<file path="config.mk">
export PLATFORM = sky130hd
export DESIGN_NAME = replace_fifo
export DESIGN_NICKNAME = d
export VERILOG_FILES = /design/src/rtl/replace_fifo_pkg.sv /design/src/rtl/replace_fifo_ctrl.sv /design/src/rtl/replace_fifo_store.sv /design/src/rtl/replace_fifo.sv
export SDC_FILE = /design/constraint.sdc
export NUM_CORES = 1
export LEC_CHECK = 0
export ABC_AREA = 1
export BUFFER_PORTS_ARGS = -buffer_cell sky130_fd_sc_hd__buf_4
export CAP_MARGIN = 10
export CELL_PAD_IN_SITES_DETAIL_PLACEMENT = 1
export CELL_PAD_IN_SITES_GLOBAL_PLACEMENT = 2
export CORE_MARGIN = 1
export CORE_UTILIZATION = 35
export DETAILED_ROUTE_END_ITERATION = 7
export PLACE_DENSITY_LB_ADDON = 0.05
export REMOVE_ABC_BUFFERS = 1
export SLEW_MARGIN = 20
export SYNTH_ARGS = -nofsm -noshare
export SYNTH_HDL_FRONTEND = slang
export SYNTH_SLANG_ARGS = --single-unit
</file>
<file path="constraint.sdc">
create_clock -name clk -period 1.8 [get_ports clk]
set_input_delay 0.18 -clock clk [delete_from_list [all_inputs] [get_ports clk]]
set_output_delay 0.18 -clock clk [all_outputs]
set_load 0.01 [all_outputs]
</file>
<file path="src/rtl/replace_fifo_pkg.sv">
package replace_fifo_pkg;

    // Advance a ring position by one, wrapping at the depth.
    function automatic int unsigned ring_next(int unsigned pos, int unsigned depth);
        return (pos == depth - 1) ? 0 : pos + 1;
    endfunction

    // Step a ring position back by one, wrapping at zero.
    function automatic int unsigned ring_prev(int unsigned pos, int unsigned depth);
        return (pos == 0) ? depth - 1 : pos - 1;
    endfunction

endpackage

</file>
<file path="src/rtl/replace_fifo_ctrl.sv">
module replace_fifo_ctrl
    import replace_fifo_pkg::*;
#(
    parameter int DEPTH = 8,
    localparam int PW = $clog2(DEPTH),
    localparam int LW = PW + 1
) (
    input  logic          clk,
    input  logic          rst_n,
    input  logic          wr_en,
    input  logic          wr_replace,
    input  logic          rd_ack,
    output logic          wr_ready,
    output logic          rd_valid,
    output logic [LW-1:0] level,
    output logic          mem_we,
    output logic [PW-1:0] mem_waddr,
    output logic [PW-1:0] rd_ptr,
    output logic          pop
);

    typedef struct packed {
        logic [PW-1:0] wptr;
        logic [PW-1:0] rptr;
        logic [LW-1:0] cnt;
    } ctrl_state_t;

    ctrl_state_t st_d, st_q;
    logic        not_full, not_empty, push, overwrite;

    always_comb begin
        not_full  = (st_q.cnt != LW'(DEPTH));
        not_empty = (st_q.cnt != '0);
        overwrite = wr_en && wr_replace && not_empty;
        push      = wr_en && !overwrite && not_full;
        pop       = rd_ack && not_empty;

        st_d = st_q;
        if (push)
            st_d.wptr = PW'(ring_next(int'(st_q.wptr), DEPTH));
        if (pop)
            st_d.rptr = PW'(ring_next(int'(st_q.rptr), DEPTH));
        case ({push, pop})
            2'b10:   st_d.cnt = st_q.cnt + 1'b1;
            2'b01:   st_d.cnt = st_q.cnt - 1'b1;
            default: st_d.cnt = st_q.cnt;
        endcase

        mem_we    = push || overwrite;
        mem_waddr = overwrite ? PW'(ring_prev(int'(st_q.wptr), DEPTH)) : st_q.wptr;
    end

    always_ff @(posedge clk) begin
        if (!rst_n)
            st_q <= '0;
        else
            st_q <= st_d;
    end

    assign wr_ready = not_full;
    assign rd_valid = not_empty;
    assign level    = st_q.cnt;
    assign rd_ptr   = st_q.rptr;

    // a plain append into a full queue leaves it full
    p_full_hold_r2: assert property (@(posedge clk) disable iff (!rst_n)
        (level == LW'(DEPTH) && wr_en && !wr_replace && !rd_ack) |=> (level == LW'(DEPTH)));

    // an acknowledge on an empty queue leaves it empty
    p_empty_hold_r3: assert property (@(posedge clk) disable iff (!rst_n)
        (level == '0 && rd_ack && !wr_en) |=> (level == '0));

    // append and read together in the middle keep the level
    p_both_keep_r5: assert property (@(posedge clk) disable iff (!rst_n)
        (wr_en && !wr_replace && rd_ack && level != '0 && level != LW'(DEPTH)) |=> $stable(level));

    // level never exceeds the depth
    p_no_overflow_r5: assert property (@(posedge clk) disable iff (!rst_n)
        level <= LW'(DEPTH));

    // an overwrite of the newest word keeps the level
    p_replace_keep_r6: assert property (@(posedge clk) disable iff (!rst_n)
        (wr_en && wr_replace && level != '0 && !rd_ack) |=> $stable(level));

    // replace without write enable and without read keeps the level
    p_replace_idle_r8: assert property (@(posedge clk) disable iff (!rst_n)
        (!wr_en && wr_replace && !rd_ack) |=> $stable(level));

endmodule

</file>
<file path="src/rtl/replace_fifo_store.sv">
module replace_fifo_store #(
    parameter int WIDTH   = 8,
    parameter int DEPTH   = 8,
    parameter bit REG_OUT = 1'b0,
    localparam int PW = $clog2(DEPTH)
) (
    input  logic             clk,
    input  logic             rst_n,
    input  logic             we,
    input  logic [PW-1:0]    waddr,
    input  logic [WIDTH-1:0] wdata,
    input  logic [PW-1:0]    raddr,
    input  logic             re,
    output logic [WIDTH-1:0] rdata
);

    logic [WIDTH-1:0] mem_q [DEPTH];

    always_ff @(posedge clk) begin
        if (we)
            mem_q[waddr] <= wdata;
    end

    generate
        if (REG_OUT) begin : g_reg
            logic [WIDTH-1:0] out_d, out_q;

            always_comb begin
                out_d = out_q;
                if (re)
                    out_d = mem_q[raddr];
            end

            always_ff @(posedge clk) begin
                if (!rst_n)
                    out_q <= '0;
                else
                    out_q <= out_d;
            end

            assign rdata = out_q;

            // the output register moves only on an accepted acknowledge
            p_out_hold_r10: assert property (@(posedge clk) disable iff (!rst_n)
                !re |=> $stable(rdata));
        end else begin : g_fwft
            assign rdata = mem_q[raddr];
        end
    endgenerate

endmodule

</file>
<file path="src/rtl/replace_fifo.sv">
module replace_fifo #(
    parameter int WIDTH   = 8,
    parameter int DEPTH   = 8,
    parameter bit REG_OUT = 1'b0,
    localparam int PW = $clog2(DEPTH),
    localparam int LW = PW + 1
) (
    input  logic             clk,
    input  logic             rst_n,
    input  logic [WIDTH-1:0] wr_data,
    input  logic             wr_en,
    input  logic             wr_replace,
    output logic             wr_ready,
    output logic [WIDTH-1:0] rd_data,
    input  logic             rd_ack,
    output logic             rd_valid,
    output logic [LW-1:0]    fill_level
);

    logic          mem_we, pop;
    logic [PW-1:0] mem_waddr, rd_ptr;

    replace_fifo_ctrl #(.DEPTH(DEPTH)) u_ctrl (
        .clk       (clk),
        .rst_n     (rst_n),
        .wr_en     (wr_en),
        .wr_replace(wr_replace),
        .rd_ack    (rd_ack),
        .wr_ready  (wr_ready),
        .rd_valid  (rd_valid),
        .level     (fill_level),
        .mem_we    (mem_we),
        .mem_waddr (mem_waddr),
        .rd_ptr    (rd_ptr),
        .pop       (pop)
    );

    replace_fifo_store #(.WIDTH(WIDTH), .DEPTH(DEPTH), .REG_OUT(REG_OUT)) u_store (
        .clk  (clk),
        .rst_n(rst_n),
        .we   (mem_we),
        .waddr(mem_waddr),
        .wdata(wr_data),
        .raddr(rd_ptr),
        .re   (pop),
        .rdata(rd_data)
    );

    // flags agree with the level at every sampled cycle
    p_flags_r1: assert property (@(posedge clk) disable iff (!rst_n)
        (rd_valid == (fill_level != '0)) && (wr_ready == (fill_level != LW'(DEPTH))));

endmodule

</file>
* Word-level counts from Yosys, hierarchy flattened
Memory sizes are Yosys's and may differ from the RTL's. A register that Yosys moved wholly into a read port is not among the register bits. Cells that the tools add are included.
Storage, ports and cells: register bits after elaboration 10, memory bits (writable) 64, output and inout port bits 14, memories 1
Cells by class: $add $sub $neg 5, eq/ne operators 5, multiplexer cells 9, reduce and logical (&&, ||, !) cells 10
Memory list:
- u_store.mem_q | depth 8, width 8, rd ports 1, clocked after Yosys merged registers in 1, write ports 1, RTL line replace_fifo_store.sv:17 | logic [WIDTH-1:0] mem_q [DEPTH];
Operators with widths (number):
- $mux 3 | 6
- $pmux 4 s2 | 1
- $add 3x1->3 const B | 2
- $eq 3x3->1 const B | 2
- $logic_and 1x1->1 | 5
- $add 4x1->4 const B | 1
- $ne 4x4->1 const B | 1
- $reduce_bool 4->1 | 1
- $sub 4x1->4 const B | 1
- $logic_not 3->1 | 1
- $sub 3x1->3 const B | 1
- $eq 2x1->1 const B | 1
- $eq 2x2->1 const B | 1
- $mux 1 | 2
- $reduce_bool 2->1 | 1
- $logic_not 1->1 | 1
- $logic_or 1x1->1 | 1

* Logic depth before layout (Yosys ltp)
depth in word-level cells 8, mapped depth 13, depth with buffers taken out 13

* Hierarchy
From an unflattened synthesis, not the netlist that was laid out.
Unflattened totals: cells, all modules 395, area, all modules 3632.2 µm²
By module, submodules not included:
- replace_fifo_store | times used 1, cells each 295, area an instance 2890.3 µm², sequential area each 1921.8 µm²
- replace_fifo_ctrl | times used 1, cells each 100, area an instance 742.0 µm², sequential area each 200.2 µm²

* Least setup slack after synthesis
No wires, ideal clock.
path type register -> register, start reg u_ctrl.st_q[7] (netlist bit), end mem u_store.mem_q[3][0], enable pin, setup time 0.370 ns, data arrival time 1.508 ns, required time 1.430 ns, slack -0.078 ns, stages on the path, launching flop included 10, buffers on the path 0, cell sequence dfxtp_1 -> inv_1 -> ha_1 -> nand2_1 -> nand2_1 -> nor2_1 -> nand2_2 -> nand2_2 -> nand2_1 -> nor2_1
Between the ends: longest elaborated chain between the ends 3, elaborated cells between the ends (all ways) 4, classes of those cells add/sub: 1; mux: 2; reduce/logical: 1
Ends and longest elaborated chain:
- start, declared | RTL line replace_fifo_ctrl.sv:28 | ctrl_state_t st_d, st_q;
- start signal, assigned | RTL line replace_fifo_ctrl.sv:57 | st_q <= st_d;
- $sub 3x1->3 or $logic_not 3->1 (tied branches) | RTL line replace_fifo_pkg.sv:10 | return (pos == 0) ? depth - 1 : pos - 1;
- $mux 3 | RTL line replace_fifo_pkg.sv:10
- $mux 3 * | RTL line replace_fifo_ctrl.sv:50 | mem_waddr = overwrite ? PW'(ring_prev(int'(st_q.wptr), DEPTH)) : st_q.wptr;
- end, declared | RTL line replace_fifo_store.sv:17
Mark *: on every way between the ends. The rest lies on a longest branch, timed or not.

==> run summary <==
The worst register-to-register path has a setup slack of 0.12 ns. The remaining max-slew budget at the tightest pin came out at 0.7373. In the synthesized netlist the dominant register cell turns out to be edfxtp_1. The number of nets in the final layout came out at 402.

The total power is 6.561 mW. The kind of end point of the critical path is an output pin. The capture instance of the worst register-to-register path is u_ctrl.level[2]$_SDFFE_PN0P_. The path with the worst hold slack has its endpoint at u_store.mem_q[1][5]$_DFFE_PP_. The share of synthesized area in the top cell type comes to 0.5645.

The number of global-route vias before repair is 2578. The first-pass GRT wire length is 13.26 mm. The iteration-0 DRC count of the detailed router came out at 68. The mean post-synth cell area is 10.71 µm². After layout, the worst setup slack is 0.1065 ns. The final max-slew violation count is 0. The data required time at the worst endpoint is 1.62 ns. At the pin with the least slew margin, the transition time is 0.3936 ns. Walking the worst path, the cells encountered are buf_4 > o21ai_0 > o22ai_1 > nand2_1 > nand2_1 > buf_4. The HPWL after detailed placement is 5.655 mm. The flow ran to the end, and the final reports show no timing, DRC or antenna violations. The remaining antenna violation count after routing came out at 0. The overall die height is 100.6 µm. The H-tree was split into 3 levels. The number of synthesized register bits came out at 77.

Relative to the synthesized area, the layout overhead comes to 26.83%. The number of enable-type register cells in the synthesized netlist came out at 64. The tree is rooted in a clkbuf_8. The worst setup path is of the flop to output pin kind. The total standard cell area after synthesis is 0.003405 mm². The TritonCTS clock tree is yes. The fill cell instance count of the final layout came out at 1062. The number of antenna violations at the first check in global routing came out at 0. The cell-internal power is 4.298 mW. The largest single stage delay on the critical path is 0.40 ns. The maximum buffer depth of the clock tree is 2. The combinational share of power is 0.396.

Row generation in the floorplan step produced 35 rows. The final route contains 2430 vias. The clock latency at the later pin of the worst-skew pair came out at 0.35 ns.

For this run, the register share of the synthesized area comes to 0.6409. For this design the top-level I/O count stands at 27. IR analysis of the VDD net gives a maximum drop of 0.9087 mV. The fraction of power consumed by sequential logic is 0.361. The count of antenna diodes in the layout came out at 0. The total clock buffers created by CTS is 9. The data arrival time of the worst path is 1.51 ns. Setup repair after global routing left no endpoint under its margin. The commonest cells after synthesis are 64 x edfxtp_1, 56 x nand2_1, 55 x nor2_1, 37 x o21ai_0, 20 x inv_1. The overflow left after global routing is 0.

The Yosys warning count is 0. The post-CTS clock slew at the launch and capture registers of the worst setup and hold paths came out at 0.08 ns. The count of input and output buffers is 26. The setup violation total in the final timing report came out at 0. The core region is 0.009328 mm². On the final layout, the worst clock skew is 0.01036 ns.

For this design the total switching power over the nets is 2.263 mW. In this run the critical register-to-register path is launched from u_ctrl.level[0]$_SDFFE_PN0P_. The post-synthesis cell type count is 27. The final period utilization is 0.9408. The worst setup timing slack at the placement stage is -0.08585 ns. Of all flip-flops after synthesis, the portion carrying an async set or reset was 0. The most common cell in the netlist is edfxtp_1. The final routed DRC violation total is 0. The maximum number of pins on one net before global-route repair is 21. Routability-driven placement finished with a final weighted congestion of 0.7088.

The first-pass iteration count of the detailed router came out at 4. Synthesis produced 318 cells. The fmax came out at 590.5 MHz. Yosys attributes the largest share of cell area to edfxtp_1 56%, dfxtp_1 7.6%, nand2_1 6.2%. For this design, the slowest cell found on the critical path is dfxtp_4. The worst path needs 1.694 ns of the cycle, external delays included. Wires add up to 8.246 mm.

Max-cap violations in this run came to 0. The global-route total usage across every layer is 0.1791. edfxtp_1 takes more of the synthesized area than any other cell. The die area is 0.01013 mm². Of the total power, the clock network draws 0.243. The initial utilization of the core area, before any placement, comes to 0.3650.

The die is 100.6 µm wide. The number of cells on the worst reg-to-reg path is 9. The ratio of cells with drive above 1 in the final layout is 0.2969. Once layout is done, the placed cells without fillers occupy 0.004318 mm². The count of cells along the worst hold path is 1. The average wire per standard cell is 16.07 µm.

Summed over all cells, the static leakage comes to 1.734 nW. The worst hold path begins at wr_data[5]. The cell area reported after detailed placement is 0.003964 mm². The CTS sink count came out at 77. Hold timing on the final database bottoms out at a slack of 0.06041 ns. The min-delay analysis places its worst path in the category input pin to flop. The via-per-instance ratio is 4.737. The total power divided by cell area is 1519 mW/mm².

Along the worst path, the maximum fanout reaches 12. The hold-fix buffer count after cts came out at 0. The startpoint class of the critical path is a flop.

The share of total power consumed by net switching came out at 0.3448. The final count of hold timing violations was 0.
cell type report:
| class | instances | area, µm² | area share |
|---|---|---|---|
| clock buffer | 9 | 123.9 | 0.02869 |
| clock inverter | 7 | 121.4 | 0.02811 |
| inverter | 24 | 101.3 | 0.02347 |
| multi-input combinational | 204 | 1099 | 0.2544 |
| sequential | 77 | 2193 | 0.5080 |
| tap | 129 | 161.4 | 0.03738 |
| timing repair buffer | 63 | 518.0 | 0.1200 |
cells in the final DEF, fill, tap and decap left out, types with 2 or more instances in the layout:
master and n:
edfxtp_1 64, buf_4 58, nand2_1 55, nor2_1 54, o21ai_0 34, inv_1 18
o22ai_1 16, clkbuf_8 9, nand2_2 7, nand3_1 7, ha_1 6, dfxtp_1 6
dfxtp_2 6, a21oi_1 4, inv_2 3, o21ai_1 3, bufinv_16 3, nor2_2 2
nand2_4 2, nand3_2 2, clkinv_2 2, nand4_1 2, a21oi_2 2, ha_4 2
inv_6 2, buf_6 2
per-layer routing:
layer	vias to the layer above	part of all wire	wire (µm)	track usage
met5	-	0	0	0
met4	0	0.015	123	0.06355
li1	1205	-	-	-
met3	11	0.022	183	0.03121
met2	32	0.52	4286	0.3240
met1	1182	0.44	3652	0.2136
state kept, by name, indices dropped and copies added, names as in the netlist, named ones only:
register	count
u_store.mem_q	64
u_ctrl.st_q	3
u_ctrl.level	4
u_ctrl.rd_ptr	3
worst max-delay path by stage:
| stage | from | endpoint | slack (ns) |
|---|---|---|---|
| 6_report | flop | rd_data[6] | 0.11 |
| 5_1_grt | flop | rd_data[2] | 0.01 |
| 4_1_cts | u_ctrl.st_q[7]$_SDFFE_PN0P_ | u_store.mem_q[0][7]$_DFFE_PP_ | 0.02 |
| 3_5_place_dp | u_ctrl.level[2]$_SDFFE_PN0P_ | u_ctrl.level[3]$_SDFFE_PN0P_ | -0.09 |
| 3_3_place_gp | u_ctrl.level[2]$_SDFFE_PN0P_ | u_ctrl.level[3]$_SDFFE_PN0P_ | -0.01 |
| 2_1_floorplan | u_ctrl.level[0]$_SDFFE_PN0P_ | u_ctrl.level[3]$_SDFFE_PN0P_ | -0.10 |
repair_timing:
item | 4_1_cts | 5_1_grt
gates cloned | 0 | 1
pin swaps | 0 | 6
setup endpoints to repair | 12 | 70
setup buffers | 1 | 0
gates resized for setup | 11 | 18
critical path, delay by kind of cell (launching register included):
kind,cells,cell delay [ns]
flops,1,0.40
compound gates,2,0.29
buf+inv,2,0.31
simple gates,2,0.15
metrics by stage:
| stage | TNS (ns) | instances | util |
|---|---|---|---|
| 5_1_grt | 0 | 513 | 0.4629 |
| 4_1_cts | 0 | 512 | 0.4554 |
| 3_3_place_gp | -0.01281 | 495 | 0.4250 |
| 3_5_place_dp | -0.2541 | 495 | 0.4250 |
| 6_report | 0 | 513 | 0.4629 |
| 2_1_floorplan | -3.335 | 305 | - |
cells by family (layout without fill, tap and decap cells):
family / Yosys count / after routing / share of synthesized area
adder cells (fa/ha/maj): 10 / 10 / 0.03896
XOR/XNOR: 1 / 1 / 0.002573
flip-flops: 77 / 77 / 0.6409
AO/OA/AOI/OAI: 59 / 59 / 0.09262
AND/OR/NAND/NOR: 134 / 134 / 0.1760
buffers and inverters: 37 / 103 / 0.04888
power by group through the flow:
stage | sequential [mW] | clock, mW | combinational (mW)
floorplan | 2.46 | 0 | 1.24
CTS | 2.36 | 1.63 | 2.53
global route | 2.39 | 1.70 | 2.90
global placement | 2.37 | 0 | 2.43
finish | 2.37 | 1.60 | 2.60
detailed placement | 2.38 | 0 | 2.45
No activity file was read; power rests on OpenSTA's default activity.
